--- src/rtl/deintCsrPkg.sv ---
package deintCsrPkg;

  typedef enum logic [3:0] {
    SEL_NONE, SEL_CTRL, SEL_GIE, SEL_IER, SEL_ISR, SEL_WIDTH, SEL_HEIGHT,
    SEL_RDBASE, SEL_WRBASE, SEL_FMT, SEL_ALGO, SEL_FIELD
  } regSel_t;

  typedef struct packed {
    logic ctrlWr;
    logic gieWr;
    logic ierWr;
    logic isrWr;
    logic widthWr;
    logic heightWr;
    logic rdBaseWr;
    logic wrBaseWr;
    logic fmtWr;
    logic algoWr;
    logic fieldWr;
    logic ctrlRd;
    logic anyRd;
  } csrStrobes_t;

  function automatic regSel_t decodeOffset(input logic [15:0] off);
    case (off)
      16'h0000: decodeOffset = SEL_CTRL;
      16'h0004: decodeOffset = SEL_GIE;
      16'h0008: decodeOffset = SEL_IER;
      16'h000C: decodeOffset = SEL_ISR;
      16'h0010: decodeOffset = SEL_WIDTH;
      16'h0018: decodeOffset = SEL_HEIGHT;
      16'h0020: decodeOffset = SEL_RDBASE;
      16'h0028: decodeOffset = SEL_WRBASE;
      16'h0030: decodeOffset = SEL_FMT;
      16'h0038: decodeOffset = SEL_ALGO;
      16'h0040: decodeOffset = SEL_FIELD;
      default:  decodeOffset = SEL_NONE;
    endcase
  endfunction

endpackage

--- src/rtl/deintCsrDecode.sv ---
module deintCsrDecode
  import deintCsrPkg::*;
#(
  parameter int ADDR_W = 7
) (
  input  logic              wrEn,
  input  logic [ADDR_W-1:0] wrAddr,
  input  logic              rdEn,
  input  logic [ADDR_W-1:0] rdAddr,
  output csrStrobes_t       stb,
  output regSel_t           rdSel
);
  regSel_t wrSel;

  always_comb begin
    wrSel = decodeOffset(16'(wrAddr));
    rdSel = decodeOffset(16'(rdAddr));
    stb = '0;
    if (wrEn) begin
      case (wrSel)
        SEL_CTRL:   stb.ctrlWr   = 1'b1;
        SEL_GIE:    stb.gieWr    = 1'b1;
        SEL_IER:    stb.ierWr    = 1'b1;
        SEL_ISR:    stb.isrWr    = 1'b1;
        SEL_WIDTH:  stb.widthWr  = 1'b1;
        SEL_HEIGHT: stb.heightWr = 1'b1;
        SEL_RDBASE: stb.rdBaseWr = 1'b1;
        SEL_WRBASE: stb.wrBaseWr = 1'b1;
        SEL_FMT:    stb.fmtWr    = 1'b1;
        SEL_ALGO:   stb.algoWr   = 1'b1;
        SEL_FIELD:  stb.fieldWr  = 1'b1;
        default:    ;
      endcase
    end
    stb.anyRd  = rdEn;
    stb.ctrlRd = rdEn && (rdSel == SEL_CTRL);
  end
endmodule

--- src/rtl/deintCsrRegs.sv ---
module deintCsrRegs
  import deintCsrPkg::*;
#(
  parameter int DATA_W = 32,
  parameter int DIM_W  = 16,
  parameter int CODE_W = 8,
  parameter int CHAN_N = 2
) (
  input  logic              clk,
  input  logic              rstN,
  input  csrStrobes_t       stb,
  input  regSel_t           rdSel,
  input  logic [DATA_W-1:0] wrData,
  input  logic              engDone,
  input  logic              engIdle,
  input  logic              engReady,
  output logic [DATA_W-1:0] rdData,
  output logic              rdValid,
  output logic              engStart,
  output logic [DIM_W-1:0]  cfgWidth,
  output logic [DIM_W-1:0]  cfgHeight,
  output logic [DATA_W-1:0] cfgRdBase,
  output logic [DATA_W-1:0] cfgWrBase,
  output logic [CODE_W-1:0] cfgColorFmt,
  output logic [CODE_W-1:0] cfgAlgo,
  output logic              cfgFieldInv,
  output logic              irq
);
  localparam int AUTO_BIT = 7;

  logic              startBit, doneFlag, autoRe, gieBit;
  logic [CHAN_N-1:0] ierBits, isrBits, chanEvent;
  logic [DATA_W-1:0] rdNext;

  assign chanEvent = CHAN_N'({engReady, engDone}) & ierBits;

  always_ff @(posedge clk) begin
    if (!rstN) begin
      startBit <= 1'b0;
      doneFlag <= 1'b0;
      autoRe   <= 1'b0;
    end else begin
      if (stb.ctrlWr) begin
        startBit <= wrData[0];
        autoRe   <= wrData[AUTO_BIT];
      end else if (autoRe && engDone) begin
        startBit <= 1'b1;
      end else if (startBit && engReady) begin
        startBit <= 1'b0;
      end
      if (engDone)         doneFlag <= 1'b1;
      else if (stb.ctrlRd) doneFlag <= 1'b0;
    end
  end

  always_ff @(posedge clk) begin
    if (!rstN) begin
      gieBit  <= 1'b0;
      ierBits <= '0;
      isrBits <= '0;
    end else begin
      if (stb.gieWr) gieBit  <= wrData[0];
      if (stb.ierWr) ierBits <= wrData[CHAN_N-1:0];
      isrBits <= (isrBits ^ (stb.isrWr ? wrData[CHAN_N-1:0] : '0)) | chanEvent;
    end
  end

  always_ff @(posedge clk) begin
    if (!rstN) begin
      cfgWidth    <= '0;
      cfgHeight   <= '0;
      cfgRdBase   <= '0;
      cfgWrBase   <= '0;
      cfgColorFmt <= '0;
      cfgAlgo     <= '0;
      cfgFieldInv <= 1'b0;
    end else begin
      if (stb.widthWr)  cfgWidth    <= wrData[DIM_W-1:0];
      if (stb.heightWr) cfgHeight   <= wrData[DIM_W-1:0];
      if (stb.rdBaseWr) cfgRdBase   <= wrData;
      if (stb.wrBaseWr) cfgWrBase   <= wrData;
      if (stb.fmtWr)    cfgColorFmt <= wrData[CODE_W-1:0];
      if (stb.algoWr)   cfgAlgo     <= wrData[CODE_W-1:0];
      if (stb.fieldWr)  cfgFieldInv <= wrData[0];
    end
  end

  always_comb begin
    rdNext = '0;
    case (rdSel)
      SEL_CTRL: begin
        rdNext[0]        = startBit;
        rdNext[1]        = doneFlag;
        rdNext[2]        = engIdle;
        rdNext[3]        = engReady;
        rdNext[AUTO_BIT] = autoRe;
      end
      SEL_GIE:    rdNext[0] = gieBit;
      SEL_IER:    rdNext[CHAN_N-1:0] = ierBits;
      SEL_ISR:    rdNext[CHAN_N-1:0] = isrBits;
      SEL_WIDTH:  rdNext[DIM_W-1:0] = cfgWidth;
      SEL_HEIGHT: rdNext[DIM_W-1:0] = cfgHeight;
      SEL_RDBASE: rdNext = cfgRdBase;
      SEL_WRBASE: rdNext = cfgWrBase;
      SEL_FMT:    rdNext[CODE_W-1:0] = cfgColorFmt;
      SEL_ALGO:   rdNext[CODE_W-1:0] = cfgAlgo;
      SEL_FIELD:  rdNext[0] = cfgFieldInv;
      default:    rdNext = '0;
    endcase
  end

  always_ff @(posedge clk) begin
    if (!rstN) begin
      rdData  <= '0;
      rdValid <= 1'b0;
    end else begin
      rdValid <= stb.anyRd;
      if (stb.anyRd) rdData <= rdNext;
    end
  end

  assign engStart = startBit;
  assign irq      = gieBit && (|isrBits);
endmodule

--- src/rtl/deintCsrTop.sv ---
module deintCsrTop
  import deintCsrPkg::*;
#(
  parameter int ADDR_W = 7,
  parameter int DATA_W = 32,
  parameter int DIM_W  = 16,
  parameter int CODE_W = 8
) (
  input  logic              clk,
  input  logic              rstN,
  input  logic              wrEn,
  input  logic [ADDR_W-1:0] wrAddr,
  input  logic [DATA_W-1:0] wrData,
  input  logic              rdEn,
  input  logic [ADDR_W-1:0] rdAddr,
  output logic [DATA_W-1:0] rdData,
  output logic              rdValid,
  input  logic              engDone,
  input  logic              engIdle,
  input  logic              engReady,
  output logic              engStart,
  output logic [DIM_W-1:0]  cfgWidth,
  output logic [DIM_W-1:0]  cfgHeight,
  output logic [DATA_W-1:0] cfgRdBase,
  output logic [DATA_W-1:0] cfgWrBase,
  output logic [CODE_W-1:0] cfgColorFmt,
  output logic [CODE_W-1:0] cfgAlgo,
  output logic              cfgFieldInv,
  output logic              irq
);
  csrStrobes_t stb;
  regSel_t     rdSel;

  deintCsrDecode #(.ADDR_W(ADDR_W)) decode_i (
    .wrEn(wrEn), .wrAddr(wrAddr), .rdEn(rdEn), .rdAddr(rdAddr),
    .stb(stb), .rdSel(rdSel)
  );

  deintCsrRegs #(.DATA_W(DATA_W), .DIM_W(DIM_W), .CODE_W(CODE_W), .CHAN_N(2)) regs_i (
    .clk(clk), .rstN(rstN), .stb(stb), .rdSel(rdSel), .wrData(wrData),
    .engDone(engDone), .engIdle(engIdle), .engReady(engReady),
    .rdData(rdData), .rdValid(rdValid), .engStart(engStart),
    .cfgWidth(cfgWidth), .cfgHeight(cfgHeight), .cfgRdBase(cfgRdBase),
    .cfgWrBase(cfgWrBase), .cfgColorFmt(cfgColorFmt), .cfgAlgo(cfgAlgo),
    .cfgFieldInv(cfgFieldInv), .irq(irq)
  );
endmodule

--- config.mk ---
export PLATFORM = sky130hd
export DESIGN_NAME = deintCsrTop
export DESIGN_NICKNAME = d
export VERILOG_FILES = /design/src/rtl/deintCsrPkg.sv /design/src/rtl/deintCsrDecode.sv /design/src/rtl/deintCsrRegs.sv /design/src/rtl/deintCsrTop.sv
export SDC_FILE = /design/constraint.sdc
export NUM_CORES = 1
export LEC_CHECK = 0
export ABC_CLOCK_PERIOD_IN_PS = 3100
export BUFFER_PORTS_ARGS = -buffer_cell sky130_fd_sc_hd__clkbuf_2
export CAP_MARGIN = 30
export CORE_UTILIZATION = 24
export CTS_BUF_LIST = sky130_fd_sc_hd__clkbuf_4 sky130_fd_sc_hd__clkbuf_8 sky130_fd_sc_hd__clkbuf_16
export DETAILED_ROUTE_END_ITERATION = 10
export HOLD_SLACK_MARGIN = 0.15
export PLACE_DENSITY = 0.49
export SLEW_MARGIN = 20
export SYNTH_ARGS = -nofsm -noshare
export SYNTH_HDL_FRONTEND = slang
export SYNTH_HIERARCHICAL = 1
export SYNTH_SLANG_ARGS = --single-unit
--- constraint.sdc ---
create_clock -name clk -period 3.1 [get_ports clk]
set_input_delay 0.465 -clock clk [delete_from_list [all_inputs] [get_ports clk]]
set_output_delay 0.465 -clock clk [all_outputs]
set_load 0.01 [all_outputs]
==> flow_metrics.tcl <==
set metrics [dict create \
    status "finished clean" \
    grt.met2_usage_pct 24.9 \
    track_usage_pct 15.3 \
    hold_viol_final 0 \
    final_util_pct 31.5 \
    ant_nets 0 \
    die_h_um 173 \
    htree_levels 4 \
    required_ps 3380 \
    power_density_nw_per_um2 482 \
    cts_setup_buffers 0 \
    grtUsageMet3_pct 4.16 \
    place_congestion 0.768 \
    drt_wl_total_um 22900 \
    grt_max_degree 65 \
    drt-vias-per-instance 4.57 \
    crit_type "in2reg" \
    final_nets 937 \
    netlist_instances 694 \
    pre_cts_slack_ps 146 \
    cts_buffers 17 \
    initial_utilization_pct 24.4 \
    hp-class "in2reg" \
    whs_ps 318 \
    wl_per_cell_um 17.9 \
    grt-ovfl-total 0 \
    ys_seq_elements 154 \
    final_common_cell "clkbuf_2" \
    syn_area_um2 7000 \
    cts-root-buf "clkbuf_16" \
    num_rows 62 \
    core_um2 28700 \
    clockBufferDepth 2 \
    syn_area_per_cell_um2 10.1 \
    skew_ps 8.38 \
    setup_viol 0 \
    ys.flop_type "dfxtp_1" \
    crit_arrival_ps 2790 \
    tightest_slew_ps 702 \
    io_buffers 200 \
    dp_hpwl_um 16000 \
    relSlewSlack_pct 53.2 \
    synth-edff-count 0 \
    crit_path_max_fanout 26 \
    final_cell_count_no_fill 1278 \
    post-place-cells 1246 \
    drive_gt1_share_pct 30.6 \
    max_clock_freq_mhz 399 \
    ir_worst_vdd_uv 307 \
    ioPinCount 201 \
    yosys_warnings 6 \
    cp-end-kind "flop" \
    timing.final.crit_share_pct 80.9 \
    yosysSeqAreaShare_pct 44.0 \
    cts_tree "yes" \
    grt_pass1_wl_um 35300 \
    drc 0 \
    cts_resized 0 \
    slew_viol_final 0 \
    busiest_layer "met2" \
    firstDrtPassIters 5 \
    syn_nets 750 \
    first_iter_violations 361 \
    period_needed_ps 2510 \
    clock_sinks 154 \
    path_clk_slew_ps 60 \
    critPathLaunchType "input pin" \
    drv_cap 0 \
    yosysUniqueCellTypes 58 \
    die_area_um2 29900 \
    p_leak_nw 3.43 \
    syn_to_final_growth_pct 29.0 \
    vias 5844 \
    holdBufCountCts 0 \
    final_cell_mix "clkbuf_2, dfxtp_1, nor2b_1, mux2i_1, nand2_1" \
    synth-async-reset-ratio_pct 0 \
    grt_pass1_vias 5693 \
    antenna_found_initial 1 \
    fin_ws_ps 592 \
    grt_use_met1_pct 20.0 \
    die_w_um 173 \
    rsz0062_at_grt "no" \
    insertion_delay_ps 420 \
    antenna_cells 0 \
]
==> synth_stat cells (2+ instances only) <==
cell type  instances  area share (%)
a21oi_1            8            0.57
buf_2             22             1.6
o2bb2ai_1          3            0.38
nor4b_1            2            0.25
a21boi_0           2            0.21
or2_1              2            0.18
nand2_1           39             2.1
xor2_1             3            0.38
xnor2_1            2            0.25
buf_4              4            0.43
dfxtp_1          154              44
nor3_1             4            0.29
a221oi_1           6            0.75
a31oi_1            4            0.36
a22o_1            12             1.5
and3_1             2            0.18
nor2b_1          126              11
and2_1             2            0.18
nor2_1            15            0.80
clkbuf_1          24             1.3
inv_1              9            0.48
nor4_1             4            0.36
o211a_1           16             2.3
buf_6              6            0.97
nor2b_4            2            0.39
o221ai_1           2            0.25
nor3b_1            4            0.43
o21ai_0            7            0.50
o21a_1             2            0.21
o21ai_1           13            0.93
a22oi_1           21             2.3
nand3_1            6            0.43
buf_1              2            0.11
mux2_1             3            0.48
mux2i_1          126              18
o31ai_1            2            0.21
ha_1               3            0.54
a222oi_1          10             1.4
==> final timing paths <==
path	from	to	slack, ps	depth (start not counted)
worst max-delay path	rdAddr[2]	regs_i/rdData[0]	590	9
worst min-delay path	wrData[30]	regs_i/cfgRdBase[30]	320	3
worst max register to register	regs_i/cfgWidth[3]	regs_i/rdData[3]	1890	4
worst min register to register	regs_i/rdData[10]	regs_i/rdData[10]	450	2
==> layer usage <==
layer | up-vias | part of all wire, % | wire (µm)
li1 | 2840 | - | -
met1 | 2814 | 47 | 10700
met2 | 173 | 46 | 10700
met3 | 15 | 5.6 | 1290
met4 | 2 | 1.0 | 232
met5 | - | 0.057 | 13
==> kinds of logic after synthesis <==
family,count (synthesis),synth area share [%]
mux,130,18.7
flops,154,44.0
xor+xnor,5,0.626
buf+inv,67,4.84
fa+ha+maj,4,0.697
compound gates,117,13.0
simple gates,217,18.2
==> through the flow <==
step | TNS, ps | instance area (µm²) | total power, mW
floorplan | 0 | 7000 | 2.19
global placement | -256 | 8430 | 2.31
detailed placement | 0 | 8450 | 2.31
CTS | 0 | 9030 | 4.43
global route | 0 | 9030 | 4.52
finish | 0 | 9030 | 4.35
==> power breakdown <==
group	total (mW)	switching (mW)	internal [mW]
sequential	2.01	0.0113	2.00
clock	2.08	0.915	1.17
combinational	0.259	0.152	0.108
total	4.35	1.08	3.27
==> sequential cells by signal (all words and copies together), names as in the netlist <==
register / flops
regs_i/autoRe: 1
regs_i/cfgAlgo: 8
regs_i/cfgColorFmt: 8
regs_i/cfgFieldInv: 1
regs_i/cfgHeight: 16
regs_i/cfgRdBase: 32
regs_i/cfgWidth: 16
regs_i/cfgWrBase: 32
regs_i/doneFlag: 1
regs_i/engStart: 1
regs_i/gieBit: 1
regs_i/ierBits: 2
regs_i/isrBits: 2
regs_i/rdData: 32
regs_i/rdValid: 1
==> worst max-delay path: stages <==
cell and delay [ps]:
clkbuf_2 130, or3_1 390, buf_4 160, o31ai_4 270, buf_4 390, nor2b_4 480, a31oi_1 150, a221oi_1 280
a311oi_1 70
==> cell type report <==
type                            instances  area [µm²]
Clock inverter                         13         131
Timing Repair Buffer                  226        1230
Fill cell                            3090       19700
Multi-Input combinational cell        473        3620
Sequential cell                       154        3080
Inverter                                9        33.8
Tap cell                              384         480
Clock buffer                           19         453
No activity file was read; power rests on OpenSTA's default activity.
